--- config.mk ---
export PLATFORM = sky130hd
export DESIGN_NAME = pwm_periph
export DESIGN_NICKNAME = d
export VERILOG_FILES = /design/src/rtl/pwm_periph_pkg.sv /design/src/rtl/pwm_regs.sv /design/src/rtl/pwm_tick.sv /design/src/rtl/pwm_count.sv /design/src/rtl/pwm_periph.sv
export SDC_FILE = /design/constraint.sdc
export NUM_CORES = 1
export LEC_CHECK = 0
export CAP_MARGIN = 25
export CELL_PAD_IN_SITES_DETAIL_PLACEMENT = 1
export CELL_PAD_IN_SITES_GLOBAL_PLACEMENT = 1
export CORE_MARGIN = 2
export CORE_UTILIZATION = 54
export CTS_BUF_LIST = sky130_fd_sc_hd__clkbuf_4
export CTS_CLUSTER_SIZE = 12
export DETAILED_ROUTE_END_ITERATION = 12
export DONT_BUFFER_PORTS = 1
export PLACE_DENSITY_LB_ADDON = 0.1
export SYNTH_ARGS = -nofsm -noshare
export SYNTH_HDL_FRONTEND = slang
export SYNTH_HIERARCHICAL = 1
export SYNTH_SLANG_ARGS = --single-unit
--- constraint.sdc ---
create_clock -name clk -period 6.25 [get_ports clk]
set_input_delay 1.25 -clock clk [delete_from_list [all_inputs] [get_ports clk]]
set_output_delay 1.25 -clock clk [all_outputs]
set_load 0.01 [all_outputs]
--- src/rtl/pwm_periph_pkg.sv ---
package pwm_periph_pkg;

    localparam int PRE_W = 12;

    localparam int OFF_CTRL = 'h00;
    localparam int OFF_DUTY = 'h0C;
    localparam int OFF_PER  = 'h10;

    localparam int EN_BIT   = 0;
    localparam int PRE_LSB  = 4;
    localparam int SRC_LSB  = 16;
    localparam int DBG_BIT  = 22;
    localparam int WAIT_BIT = 23;
    localparam int DOZE_BIT = 24;

    typedef enum logic [1:0] {
        SRC_OFF  = 2'd0,
        SRC_BUS  = 2'd1,
        SRC_FAST = 2'd2,
        SRC_RSVD = 2'd3
    } src_e;

    typedef struct packed {
        logic             doze_run;
        logic             wait_run;
        logic             dbg_run;
        src_e             src;
        logic [PRE_W-1:0] pre;
        logic             en;
    } ctrl_t;

endpackage

--- src/rtl/pwm_regs.sv ---
module pwm_regs
    import pwm_periph_pkg::*;
#(
    parameter int ADDR_W = 5,
    parameter int DATA_W = 32,
    parameter int CNT_W  = 16
) (
    input  logic              clk,
    input  logic              rst_n,
    input  logic [ADDR_W-1:0] addr,
    input  logic [DATA_W-1:0] wdata,
    input  logic              we,
    output logic [DATA_W-1:0] rdata,
    output ctrl_t             ctrl,
    output logic [CNT_W-1:0]  duty,
    output logic [CNT_W-1:0]  per
);

    localparam logic [ADDR_W-1:0] A_CTRL = ADDR_W'(OFF_CTRL);
    localparam logic [ADDR_W-1:0] A_DUTY = ADDR_W'(OFF_DUTY);
    localparam logic [ADDR_W-1:0] A_PER  = ADDR_W'(OFF_PER);

    typedef struct packed {
        ctrl_t            ctrl;
        logic [CNT_W-1:0] duty;
        logic [CNT_W-1:0] per;
    } regs_s;

    regs_s r_d, r_q;

    logic unused_wdata;
    assign unused_wdata = ^wdata;

    always_comb begin
        r_d = r_q;
        if (we) begin
            case (addr)
                A_CTRL: begin
                    r_d.ctrl.en       = wdata[EN_BIT];
                    r_d.ctrl.pre      = wdata[PRE_LSB +: PRE_W];
                    r_d.ctrl.src      = src_e'(wdata[SRC_LSB +: 2]);
                    r_d.ctrl.dbg_run  = wdata[DBG_BIT];
                    r_d.ctrl.wait_run = wdata[WAIT_BIT];
                    r_d.ctrl.doze_run = wdata[DOZE_BIT];
                end
                A_DUTY:  r_d.duty = wdata[CNT_W-1:0];
                A_PER:   r_d.per  = wdata[CNT_W-1:0];
                default: ;
            endcase
        end
    end

    always_ff @(posedge clk) begin
        if (!rst_n) r_q <= '0;
        else        r_q <= r_d;
    end

    always_comb begin
        rdata = '0;
        case (addr)
            A_CTRL: begin
                rdata[EN_BIT]             = r_q.ctrl.en;
                rdata[PRE_LSB +: PRE_W]   = r_q.ctrl.pre;
                rdata[SRC_LSB +: 2]       = r_q.ctrl.src;
                rdata[DBG_BIT]            = r_q.ctrl.dbg_run;
                rdata[WAIT_BIT]           = r_q.ctrl.wait_run;
                rdata[DOZE_BIT]           = r_q.ctrl.doze_run;
            end
            A_DUTY:  rdata[CNT_W-1:0] = r_q.duty;
            A_PER:   rdata[CNT_W-1:0] = r_q.per;
            default: ;
        endcase
    end

    assign ctrl = r_q.ctrl;
    assign duty = r_q.duty;
    assign per  = r_q.per;

endmodule

--- src/rtl/pwm_tick.sv ---
module pwm_tick
    import pwm_periph_pkg::*;
(
    input  logic  clk,
    input  logic  rst_n,
    input  ctrl_t ctrl,
    input  logic  bus_tick_en,
    input  logic  fast_tick_en,
    input  logic  mode_doze,
    input  logic  mode_wait,
    input  logic  mode_debug,
    output logic  ptick
);

    typedef struct packed {
        logic [PRE_W-1:0] pre;
    } tick_s;

    tick_s t_d, t_q;
    logic  src_en;
    logic  frozen;
    logic  adv;

    always_comb begin
        case (ctrl.src)
            SRC_BUS:  src_en = bus_tick_en;
            SRC_FAST: src_en = fast_tick_en;
            default:  src_en = 1'b0;
        endcase
        frozen = (mode_doze  && !ctrl.doze_run) ||
                 (mode_wait  && !ctrl.wait_run) ||
                 (mode_debug && !ctrl.dbg_run);
        adv    = ctrl.en && src_en && !frozen;
        ptick  = adv && (t_q.pre >= ctrl.pre);

        t_d = t_q;
        if (!ctrl.en)   t_d.pre = '0;
        else if (ptick) t_d.pre = '0;
        else if (adv)   t_d.pre = t_q.pre + 1'b1;
    end

    always_ff @(posedge clk) begin
        if (!rst_n) t_q <= '0;
        else        t_q <= t_d;
    end

endmodule

--- src/rtl/pwm_count.sv ---
module pwm_count #(
    parameter int CNT_W = 16
) (
    input  logic             clk,
    input  logic             rst_n,
    input  logic             en,
    input  logic             ptick,
    input  logic [CNT_W-1:0] duty_reg,
    input  logic [CNT_W-1:0] per_reg,
    output logic [CNT_W-1:0] cnt,
    output logic [CNT_W-1:0] duty_sh,
    output logic [CNT_W-1:0] per_sh,
    output logic             wrap,
    output logic             pwm_out
);

    typedef struct packed {
        logic [CNT_W-1:0] cnt;
        logic [CNT_W-1:0] duty_sh;
        logic [CNT_W-1:0] per_sh;
    } cnt_s;

    cnt_s c_d, c_q;
    logic [CNT_W:0]   lim;
    logic [CNT_W-1:0] last;

    always_comb begin
        // period spans per+2 ticks: count 0 .. per+1, saturated at the counter width
        lim  = {1'b0, c_q.per_sh} + 1'b1;
        last = lim[CNT_W] ? '1 : lim[CNT_W-1:0];
        wrap = ptick && (c_q.cnt >= last);

        c_d = c_q;
        if (!en) begin
            c_d.cnt     = '0;
            c_d.duty_sh = duty_reg;
            c_d.per_sh  = per_reg;
        end else if (wrap) begin
            c_d.cnt     = '0;
            c_d.duty_sh = duty_reg;
            c_d.per_sh  = per_reg;
        end else if (ptick) begin
            c_d.cnt = c_q.cnt + 1'b1;
        end
    end

    always_ff @(posedge clk) begin
        if (!rst_n) c_q <= '0;
        else        c_q <= c_d;
    end

    assign cnt     = c_q.cnt;
    assign duty_sh = c_q.duty_sh;
    assign per_sh  = c_q.per_sh;
    assign pwm_out = en && (c_q.cnt < c_q.duty_sh);

endmodule

--- src/rtl/pwm_periph.sv ---
module pwm_periph
    import pwm_periph_pkg::*;
#(
    parameter int ADDR_W = 5,
    parameter int DATA_W = 32,
    parameter int CNT_W  = 16
) (
    input  logic              clk,
    input  logic              rst_n,
    input  logic [ADDR_W-1:0] bus_addr,
    input  logic [DATA_W-1:0] bus_wdata,
    input  logic              bus_we,
    output logic [DATA_W-1:0] bus_rdata,
    input  logic              bus_tick_en,
    input  logic              fast_tick_en,
    input  logic              mode_doze,
    input  logic              mode_wait,
    input  logic              mode_debug,
    output logic              pwm_out
);

    ctrl_t            ctrl_w;
    logic [CNT_W-1:0] duty_w;
    logic [CNT_W-1:0] per_w;
    logic             en_w;
    logic             ptick_w;
    logic             wrap_w;
    logic [CNT_W-1:0] cnt_w;
    logic [CNT_W-1:0] duty_sh_w;
    logic [CNT_W-1:0] per_sh_w;

    pwm_regs #(
        .ADDR_W (ADDR_W),
        .DATA_W (DATA_W),
        .CNT_W  (CNT_W)
    ) i_regs (
        .clk   (clk),
        .rst_n (rst_n),
        .addr  (bus_addr),
        .wdata (bus_wdata),
        .we    (bus_we),
        .rdata (bus_rdata),
        .ctrl  (ctrl_w),
        .duty  (duty_w),
        .per   (per_w)
    );

    assign en_w = ctrl_w.en;

    pwm_tick i_tick (
        .clk          (clk),
        .rst_n        (rst_n),
        .ctrl         (ctrl_w),
        .bus_tick_en  (bus_tick_en),
        .fast_tick_en (fast_tick_en),
        .mode_doze    (mode_doze),
        .mode_wait    (mode_wait),
        .mode_debug   (mode_debug),
        .ptick        (ptick_w)
    );

    pwm_count #(
        .CNT_W (CNT_W)
    ) i_count (
        .clk      (clk),
        .rst_n    (rst_n),
        .en       (en_w),
        .ptick    (ptick_w),
        .duty_reg (duty_w),
        .per_reg  (per_w),
        .cnt      (cnt_w),
        .duty_sh  (duty_sh_w),
        .per_sh   (per_sh_w),
        .wrap     (wrap_w),
        .pwm_out  (pwm_out)
    );

endmodule

==> results.json, run 1 <==
{
  "power_mw": 1.113,
  "ys_ff_latch": 110,
  "dp_hpwl_mm": 12.04,
  "yosysWarnings": 6,
  "numCtsBuffers": 9,
  "outcome": "finished with violations",
  "worstPathCellList": "or3_4 -> nor3_4 -> a221o_1",
  "tightest_slew_ps": 963.0,
  "drt_first_iter_violations": 282,
  "core_mm2": 0.01152,
  "yosysSeqAreaShare_pct": 34.23,
  "cpPeakStageDelay_ps": 530,
  "crit_arrival_ps": 2570,
  "period_minus_slack_ps": 3821,
  "utilization_pct": 56.36,
  "die_h_um": 113.1,
  "hold_viol": 0,
  "cts_hold_buf": 0,
  "violations": "design-rule violations",
  "wl_per_cell_um": 18.79,
  "die_w_um": 113.1,
  "crit_fanout": 13,
  "cts_setup_buffers": 0,
  "synth.distinct_cells": 53,
  "cts_tree": "done",
  "cts_resized": 0,
  "portBuffers": 0,
  "startpoint_type": "input pin",
  "die_area_mm2": 0.01280,
  "grt_remaining_overflow": 0,
  "hold_path_class": "reg -> reg",
  "synthArstFlopShare_pct": 0,
  "vias": 5032,
  "maxSlewViolCount": 0,
  "finalSetupTns_ps": 0,
  "finalWirelength_mm": 16.25,
  "synthFlopType": "dfxtp_1",
  "grt_pass1_wl_mm": 27.09,
  "dr.pass1.iters": 10,
  "ios": 78,
  "placed_cells_incl_taps": 849,
  "stdcell_count": 865,
  "routabilityCongestion": 0.8707,
  "cts-root-buf": "clkbuf_4",
  "initial_core_util_pct": 55.86,
  "path_clk_slew_ps": 150,
  "multi_input_area_mm2": 0.003787,
  "skew_ps": 22.73,
  "rsz0062_at_grt": "false",
  "drcViolationCount": 1,
  "std_cell_rows": 39,
  "syn_inst": 737,
  "fillers": 1392,
  "synth_area_per_cell_um2": 8.728,
  "largest_register_ffs": 18,
  "fmax_mhz": 261.7,
  "drtAntennaViolNets": 0,
  "period_share_pct": 61.13,
  "clock_latency_ps": 490,
  "p_per_area_mw_per_mm2": 171.5,
  "seq_area_mm2": 0.002202,
  "cts_num_sinks": 110,
  "critPathSlowestCell": "nor3_4",
  "end_kind": "primary output",
  "p_leak_nw": 2.541,
  "antenna_found_initial": 1,
  "max_slew_margin_pct": 35.73,
  "synth_edf_count": 0,
  "maxCapViolations": 0,
  "setup_viol": 0,
  "vdd_drop_max_uv": 119.3,
  "grt_max_degree": 138,
  "drive_gt1_share_pct": 5.825,
  "clk_path_buf_depth": 2,
  "critPathKind": "in -> out",
  "grtUsageTotal_pct": 26.62,
  "synth_area_mm2": 0.006432,
  "fin_hold_ws_ps": 471.0,
  "required_ps": 5000,
  "areaGrowthSynthToFinish_pct": 0.8947,
  "nets": 810,
  "viasPerCell": 5.817,
  "grt_pass1_vias": 5391,
  "h-tree-depth": 3
}
through the flow:
step           instance area, um^2  setup slack (ps)
2_1_floorplan                 6470              2823
3_3_place_gp                  6322              2033
3_5_place_dp                  6347              2208
4_1_cts                       6487              2441
5_1_grt                       6490              2377
6_report                      6490              2429
kinds of logic after synthesis:
logic type / after synthesis / synth area share [%]
AND/OR/NAND/NOR: 316 / 23.61
flip-flops: 110 / 34.23
multiplexers: 85 / 13.23
buffers and inverters: 83 / 7.489
AO/OA/AOI/OAI: 62 / 7.683
adder cells (fa/ha/maj): 48 / 9.337
XOR/XNOR: 32 / 4.357
other: 1 / 0.05830
critical path, delay by kind of cell:
kind            cells  cell delay [ps]
compound gates      1              370
simple gates        2              950
cells in the final DEF (no fill, tap or decap), types with 3 or more instances in the layout:
master / count
nand2_1: 164
dfxtp_1: 110
mux2i_1: 85
ha_1: 48
inv_1: 39
nor2_1: 36
nor3_1: 29
xnor2_1: 22
and3_1: 21
nand3_1: 19
a21oi_1: 17
a221o_1: 13
nand4_1: 12
clkbuf_4: 11
conb_1: 11
xor2_1: 10
o21ai_0: 7
a21o_1: 5
nor4_1: 5
and3_2: 5
nand2b_1: 4
a211oi_1: 3
a32o_1: 3
nor2b_1: 3
final cells by class:
cell class              instances  area share [%]
well taps                     143           2.757
clock buffers                  11           1.272
inverters                      39           2.256
diodes                          1         0.03856
repair buffers                  3          0.5013
clock inverters                 4          0.8868
flip-flops and latches        110           33.93
multi-input cells             554           58.36
metal layers:
metal,part of all wire (%),vias up,track usage (%)
li1,-,2471,-
met1,45,2441,32.58
met2,48,91,45.07
met3,4.0,29,7.231
met4,3.0,0,9.512
met5,0,-,0
power breakdown:
part           internal, mW  switching [mW]
registers             0.705         0.00313
clock network         0.133           0.235
logic                0.0122          0.0253
path summary, 6_finish.rpt:
check / startpoint / endpoint / slack, ps / cells past startpoint
setup / recovery: bus_addr[1] / bus_rdata[6] / 2430 / 3
hold / removal: i_count/duty_sh[3]$_SDFFE_PN0P_ / i_count/duty_sh[3]$_SDFFE_PN0P_ / 470 / 2
setup reg to reg: i_count/per_sh[0]$_SDFFE_PN0P_ / i_count/per_sh[2]$_SDFFE_PN0P_ / 2690 / 12
hold reg to reg: i_count/duty_sh[3]$_SDFFE_PN0P_ / i_count/duty_sh[3]$_SDFFE_PN0P_ / 470 / 2
Yosys cell counts, types with 6 or more instances:
| library cell | instances | area share, % |
|---|---|---|
| a221o_1 | 13 | 2.0 |
| xor2_1 | 10 | 1.4 |
| nand4_1 | 12 | 1.2 |
| a21oi_1 | 17 | 1.3 |
| xnor2_1 | 22 | 3.0 |
| dfxtp_1 | 110 | 34 |
| nand2_1 | 164 | 9.6 |
| clkbuf_1 | 20 | 1.2 |
| nand3_1 | 19 | 1.5 |
| ha_1 | 48 | 9.3 |
| o21ai_0 | 7 | 0.54 |
| and3_1 | 21 | 2.0 |
| nor2_1 | 36 | 2.1 |
| nor3_1 | 29 | 2.3 |
| mux2i_1 | 85 | 13 |
| inv_1 | 39 | 2.3 |
| buf_6 | 6 | 1.1 |
| buf_4 | 11 | 1.3 |
Note: power is estimated with default switching activity, not from simulation.
==> run 2, diff against run 1 <==
- ABC_AREA: not set -> 1
- CORE_UTILIZATION: 54 -> 42
- clock period: 6.25 -> 3.3 ns (I/O delays scaled with it)
==> results.json, run 2 <==
{
  "outcome": "finished clean",
  "tightest_slew_ps": 772.1,
  "numCtsBuffers": 9,
  "largest_register_ffs": 18,
  "maxSlewViolCount": 0,
  "vias": 6094,
  "max_slew_margin_pct": 48.53,
  "die_area_mm2": 0.01746,
  "grtUsageTotal_pct": 21.03,
  "skew_ps": 22.83,
  "finalSetupTns_ps": 0,
  "crit_fanout": 22,
  "areaGrowthSynthToFinish_pct": 4.937,
  "die_h_um": 132.1,
  "highest_layer": "met4",
  "synth_area_per_cell_um2": 6.547,
  "fmax_mhz": 326.7,
  "nets": 1129,
  "portBuffers": 0,
  "antenna_found_initial": 1,
  "p_leak_nw": 3.265,
  "period_minus_slack_ps": 3061,
  "hold_path_class": "in -> reg",
  "crit_arrival_ps": 3460,
  "yosysWarnings": 6,
  "drtAntennaViolNets": 0,
  "ff2ff_path_depth": 21,
  "synth_area_mm2": 0.006894,
  "hold_viol": 0,
  "routabilityCongestion": 0.7540,
  "drt_first_iter_violations": 324,
  "cts-root-buf": "clkbuf_4",
  "cp_num_cells": 21,
  "final_common_cell": "nand2_1",
  "initial_core_util_pct": 43.24,
  "finalWirelength_mm": 17.95,
  "dr.pass1.iters": 4,
  "clk_path_buf_depth": 2,
  "die_w_um": 132.1,
  "path_clk_slew_ps": 180,
  "end_kind": "flop",
  "drcViolationCount": 0,
  "maxCapViolations": 0,
  "seq_area_mm2": 0.002206,
  "cts_num_sinks": 110,
  "grt_max_degree": 85,
  "p_per_area_mw_per_mm2": 301.7,
  "fin_hold_ws_ps": 267.7,
  "h-tree-depth": 3,
  "grt_remaining_overflow": 0,
  "clock_latency_ps": 500,
  "wl_per_cell_um": 14.27,
  "grt_pass1_wl_mm": 29.99,
  "vdd_drop_max_uv": 136.1,
  "layout_common_cells": "nand2_1 (264), nor2_1 (183), inv_1 (150), dfxtp_1 (107), nand3_1 (62)",
  "multi_input_area_mm2": 0.003895,
  "crit_family": "simple AND/OR/NAND/NOR gates",
  "drive_gt1_share_pct": 8.357,
  "wl_met2_mm": 8.872,
  "wl_met3_um": 794,
  "ios": 78,
  "std_cell_rows": 46,
  "startpoint_type": "flop",
  "required_ps": 3700,
  "cpMostUsedCell": "nand2_1",
  "fillers": 2161,
  "power_mw": 2.183,
  "syn_inst": 1053,
  "core_mm2": 0.01594,
  "viasPerCell": 4.844,
  "dp_hpwl_mm": 12.84,
  "timing.critical_path.buf_inv": 2,
  "critPathSlowestCell": "dfxtp_2",
  "cts_tree": "done",
  "setup_viol": 0,
  "critPathKind": "reg -> reg",
  "cpPeakStageDelay_ps": 400,
  "grt_pass1_vias": 6118,
  "period_share_pct": 92.76,
  "worstPathCellList": "ha_2 -> nand3_2 -> nor2_2 -> nand2_2 -> nor2_4 -> nand2_4 -> nor4_4 -> buf_4 -> nor2_2 -> ha_1 -> a21oi_1 -> nand2_1 -> nand2_1 -> nand2_1 -> nand2_1 -> nand2_1 -> nand2_4 -> clkbuf_16 -> nand3_1 -> nand2_1 -> nor2_1",
  "cts_hold_buf": 0,
  "hold_path_depth": 2,
  "wl_met1_mm": 8.170
}
-- run 2: through the flow --
stage                     instance area (um^2)  instances  worst slack [ps]  util [%]
after floorplan                           6932       1063             499.6         -
after detailed placement                  6980       1236             209.6     43.78
final                                     7234       1258             239.0     45.38
after global routing                      7234       1258            -43.39     45.38
after global placement                    6980       1236             276.7     43.78
after CTS                                 7117       1252             142.4     44.64
-- run 2: metal layers --
layer  GRT usage, %  vias up
met5              0        -
li1               -     3188
met1          26.23     2841
met4          3.623        0
met3          5.344       11
met2          37.04       54
-- run 2: power breakdown --
group	internal, mW	switching, mW
Sequential	1.34	0.00969
Combinational	0.0396	0.0702
Clock	0.239	0.481
-- run 2: final timing paths --
path,start,endpoint,slack (ps)
setup / recovery,i_count/per_sh[0]$_SDFFE_PN0P_,i_count/duty_sh[0]$_SDFFE_PN0P_,240
setup reg to reg,i_count/per_sh[0]$_SDFFE_PN0P_,i_count/duty_sh[0]$_SDFFE_PN0P_,240
hold / removal,rst_n,i_regs/ctrl[17]$_SDFFE_PN0P_,270
hold reg to reg,i_regs/per[9]$_SDFFE_PN0P_,i_count/per_sh[9]$_SDFFE_PN0P_,500
-- run 2: cell type report --
type	count	share of cell area [%]
Tap cell	216	3.736
Inverter	152	7.887
Sequential cell	110	30.49
Clock inverter	6	0.8475
Clock buffer	10	1.038
Multi-Input combinational cell	748	53.84
Antenna cell	1	0.03459
Timing Repair Buffer	15	2.127
-- run 2: what timing repair did --
item,in CTS,in global routing
endpoints found under the setup margin,0,48
setup buffers,0,3
resized for setup,0,18
==> run 3, diff against run 2 <==
--- a/config.mk
+++ b/config.mk
@@ -8,2 +8,3 @@
 export ABC_AREA = 1
+export ABC_CLOCK_PERIOD_IN_PS = 3300
 export CAP_MARGIN = 25
@@ -11,3 +12,2 @@
 export CELL_PAD_IN_SITES_GLOBAL_PLACEMENT = 1
-export CORE_MARGIN = 2
 export CORE_UTILIZATION = 42
--- a/constraint.sdc
+++ b/constraint.sdc
@@ -3,2 +3,2 @@
 set_output_delay 0.66 -clock clk [all_outputs]
-set_load 0.01 [all_outputs]
+set_load 0.005 [all_outputs]
==> results.json, run 3 (synthesis results as in run 2) <==
{
  "wl_per_cell_um": 14.64,
  "std_cell_rows": 46,
  "h-tree-depth": 3,
  "setup_viol": 0,
  "crit_arrival_ps": 3570,
  "cpPeakStageDelay_ps": 410,
  "portBuffers": 0,
  "clk_path_buf_depth": 2,
  "numCtsBuffers": 9,
  "crit_family": "simple AND/OR/NAND/NOR gates",
  "layout_common_cells": "nand2_1 (263), nor2_1 (183), inv_1 (150), dfxtp_1 (107), nand3_1 (62)",
  "maxSlewViolCount": 0,
  "period_minus_slack_ps": 3147,
  "dp_hpwl_mm": 12.99,
  "fin_hold_ws_ps": 269.1,
  "utilization_pct": 45.69,
  "areaGrowthSynthToFinish_pct": 5.662,
  "required_ps": 3720,
  "antenna_found_initial": 1,
  "finalWirelength_mm": 18.42,
  "tightest_slew_ps": 781.2,
  "fillers": 2183,
  "final_area_mm2": 0.007284,
  "ios": 78,
  "drtAntennaViolNets": 0,
  "critPathKind": "reg -> reg",
  "drcViolationCount": 0,
  "final_common_cell": "nand2_1",
  "hold_path_class": "in -> reg",
  "routabilityCongestion": 0.7626,
  "largest_register_ffs": 18,
  "timing.critical_path.buf_inv": 3,
  "crit_fanout": 16,
  "maxCapViolations": 0,
  "critPathSlowestCell": "dfxtp_4",
  "initial_core_util_pct": 43.24,
  "vias": 6156,
  "path_clk_slew_ps": 160,
  "skew_ps": 17.76,
  "p_per_area_mw_per_mm2": 308.5,
  "cts_tree": "done",
  "finalSetupTns_ps": 0,
  "startpoint_type": "flop",
  "max_slew_margin_pct": 47.75,
  "fmax_mhz": 317.7,
  "grt_max_degree": 85,
  "vdd_drop_max_uv": 262.2,
  "p_leak_nw": 3.283,
  "cts_num_sinks": 110,
  "clock_latency_ps": 490,
  "dr.pass1.iters": 4,
  "drive_gt1_share_pct": 7.877,
  "die_h_um": 130.1,
  "cpMostUsedCell": "a21oi_1",
  "die_area_mm2": 0.01693,
  "dpl_cell_area_mm2": 0.006985,
  "grt_pass1_wl_mm": 29.51,
  "grt_pass1_vias": 5997,
  "outcome": "finished clean",
  "drt_first_iter_violations": 282,
  "nets": 1129,
  "die_w_um": 130.1,
  "rsz0062_at_grt": "true",
  "cts-root-buf": "clkbuf_4",
  "grtUsageTotal_pct": 22.37,
  "worstPathCellList": "ha_2 -> nand3_2 -> nor2_2 -> nand2_2 -> nor2_4 -> nand2_4 -> nor4_4 -> buf_4 -> clkbuf_16 -> nor2_2 -> ha_1 -> a21oi_1 -> o21ai_0 -> a21oi_1 -> nand2_2 -> nand2_4 -> nand3_1 -> buf_6 -> a21oi_1",
  "end_kind": "flop",
  "core_mm2": 0.01594,
  "viasPerCell": 4.893,
  "grt_remaining_overflow": 0,
  "period_share_pct": 95.37,
  "hold_viol": 0
}
-- run 3: cell types whose count changed in the layout (fill, tap and decap cells not counted), moves of 2 or more --
cell       delta
a21oi_1       +5
a21oi_2       -4
buf_4         -4
clkbuf_16     +2
clkbuf_4      +2
clkinv_2      -2
-- run 3: metrics by stage --
| step | cells | setup slack, ps | total power, mW |
|---|---|---|---|
| after floorplan | 1063 | 499.6 | 1.490 |
| after global placement | 1235 | 286.7 | 1.484 |
| after detailed placement | 1235 | 175.4 | 1.487 |
| after CTS | 1251 | 137.4 | 2.282 |
| after global routing | 1258 | -96.29 | 2.351 |
| final | 1258 | 152.8 | 2.248 |
-- run 3: area by class of cell --
cell class | instances | area (um^2) | share of cell area [%]
multi-input combinational | 748 | 3866 | 53.07
clock buffer | 12 | 90.09 | 1.237
tap | 216 | 270.3 | 3.710
clock inverter | 4 | 71.32 | 0.9790
inverter | 152 | 570.5 | 7.832
antenna | 1 | 2.502 | 0.03435
sequential | 110 | 2208 | 30.32
timing repair buffer | 15 | 205.2 | 2.817
-- run 3: power by group --
group	internal [mW]	total [mW]	leakage, nW	switching, mW
registers	1.34	1.35	0.889	0.00960
clock network	0.331	0.789	0.0852	0.457
logic	0.0393	0.107	2.31	0.0679
-- run 3: path summary, 6_finish.rpt --
| path | from | end | slack (ps) | cells after the start |
|---|---|---|---|---|
| setup reg to reg | i_count/per_sh[0]$_SDFFE_PN0P_ | i_count/cnt[7]$_SDFFE_PP0P_ | 150 | 19 |
| hold reg to reg | i_regs/per[1]$_SDFFE_PN0P_ | i_count/per_sh[1]$_SDFFE_PN0P_ | 510 | 2 |
| setup / recovery | i_count/per_sh[0]$_SDFFE_PN0P_ | i_count/cnt[7]$_SDFFE_PP0P_ | 150 | 19 |
| hold / removal | rst_n | i_regs/ctrl[1]$_SDFFE_PN0P_ | 270 | 2 |
-- run 3: what timing repair did --
item,4_1_cts,5_1_grt
setup buffers,0,2
setup endpoints to repair,0,48
resized for setup,0,11
hold buffers,0,0
hold endpoints to repair,0,0
-- run 3: routing by layer --
layer | part of all wire (%) | global-route usage, % | up-vias | wire length (um)
met5 | 0 | 0 | - | 0
met1 | 46 | 27.62 | 2886 | 8388
met4 | 0.82 | 4.104 | 0 | 151
met3 | 3.9 | 5.412 | 10 | 713
li1 | - | - | 3189 | -
met2 | 50 | 39.55 | 71 | 9166
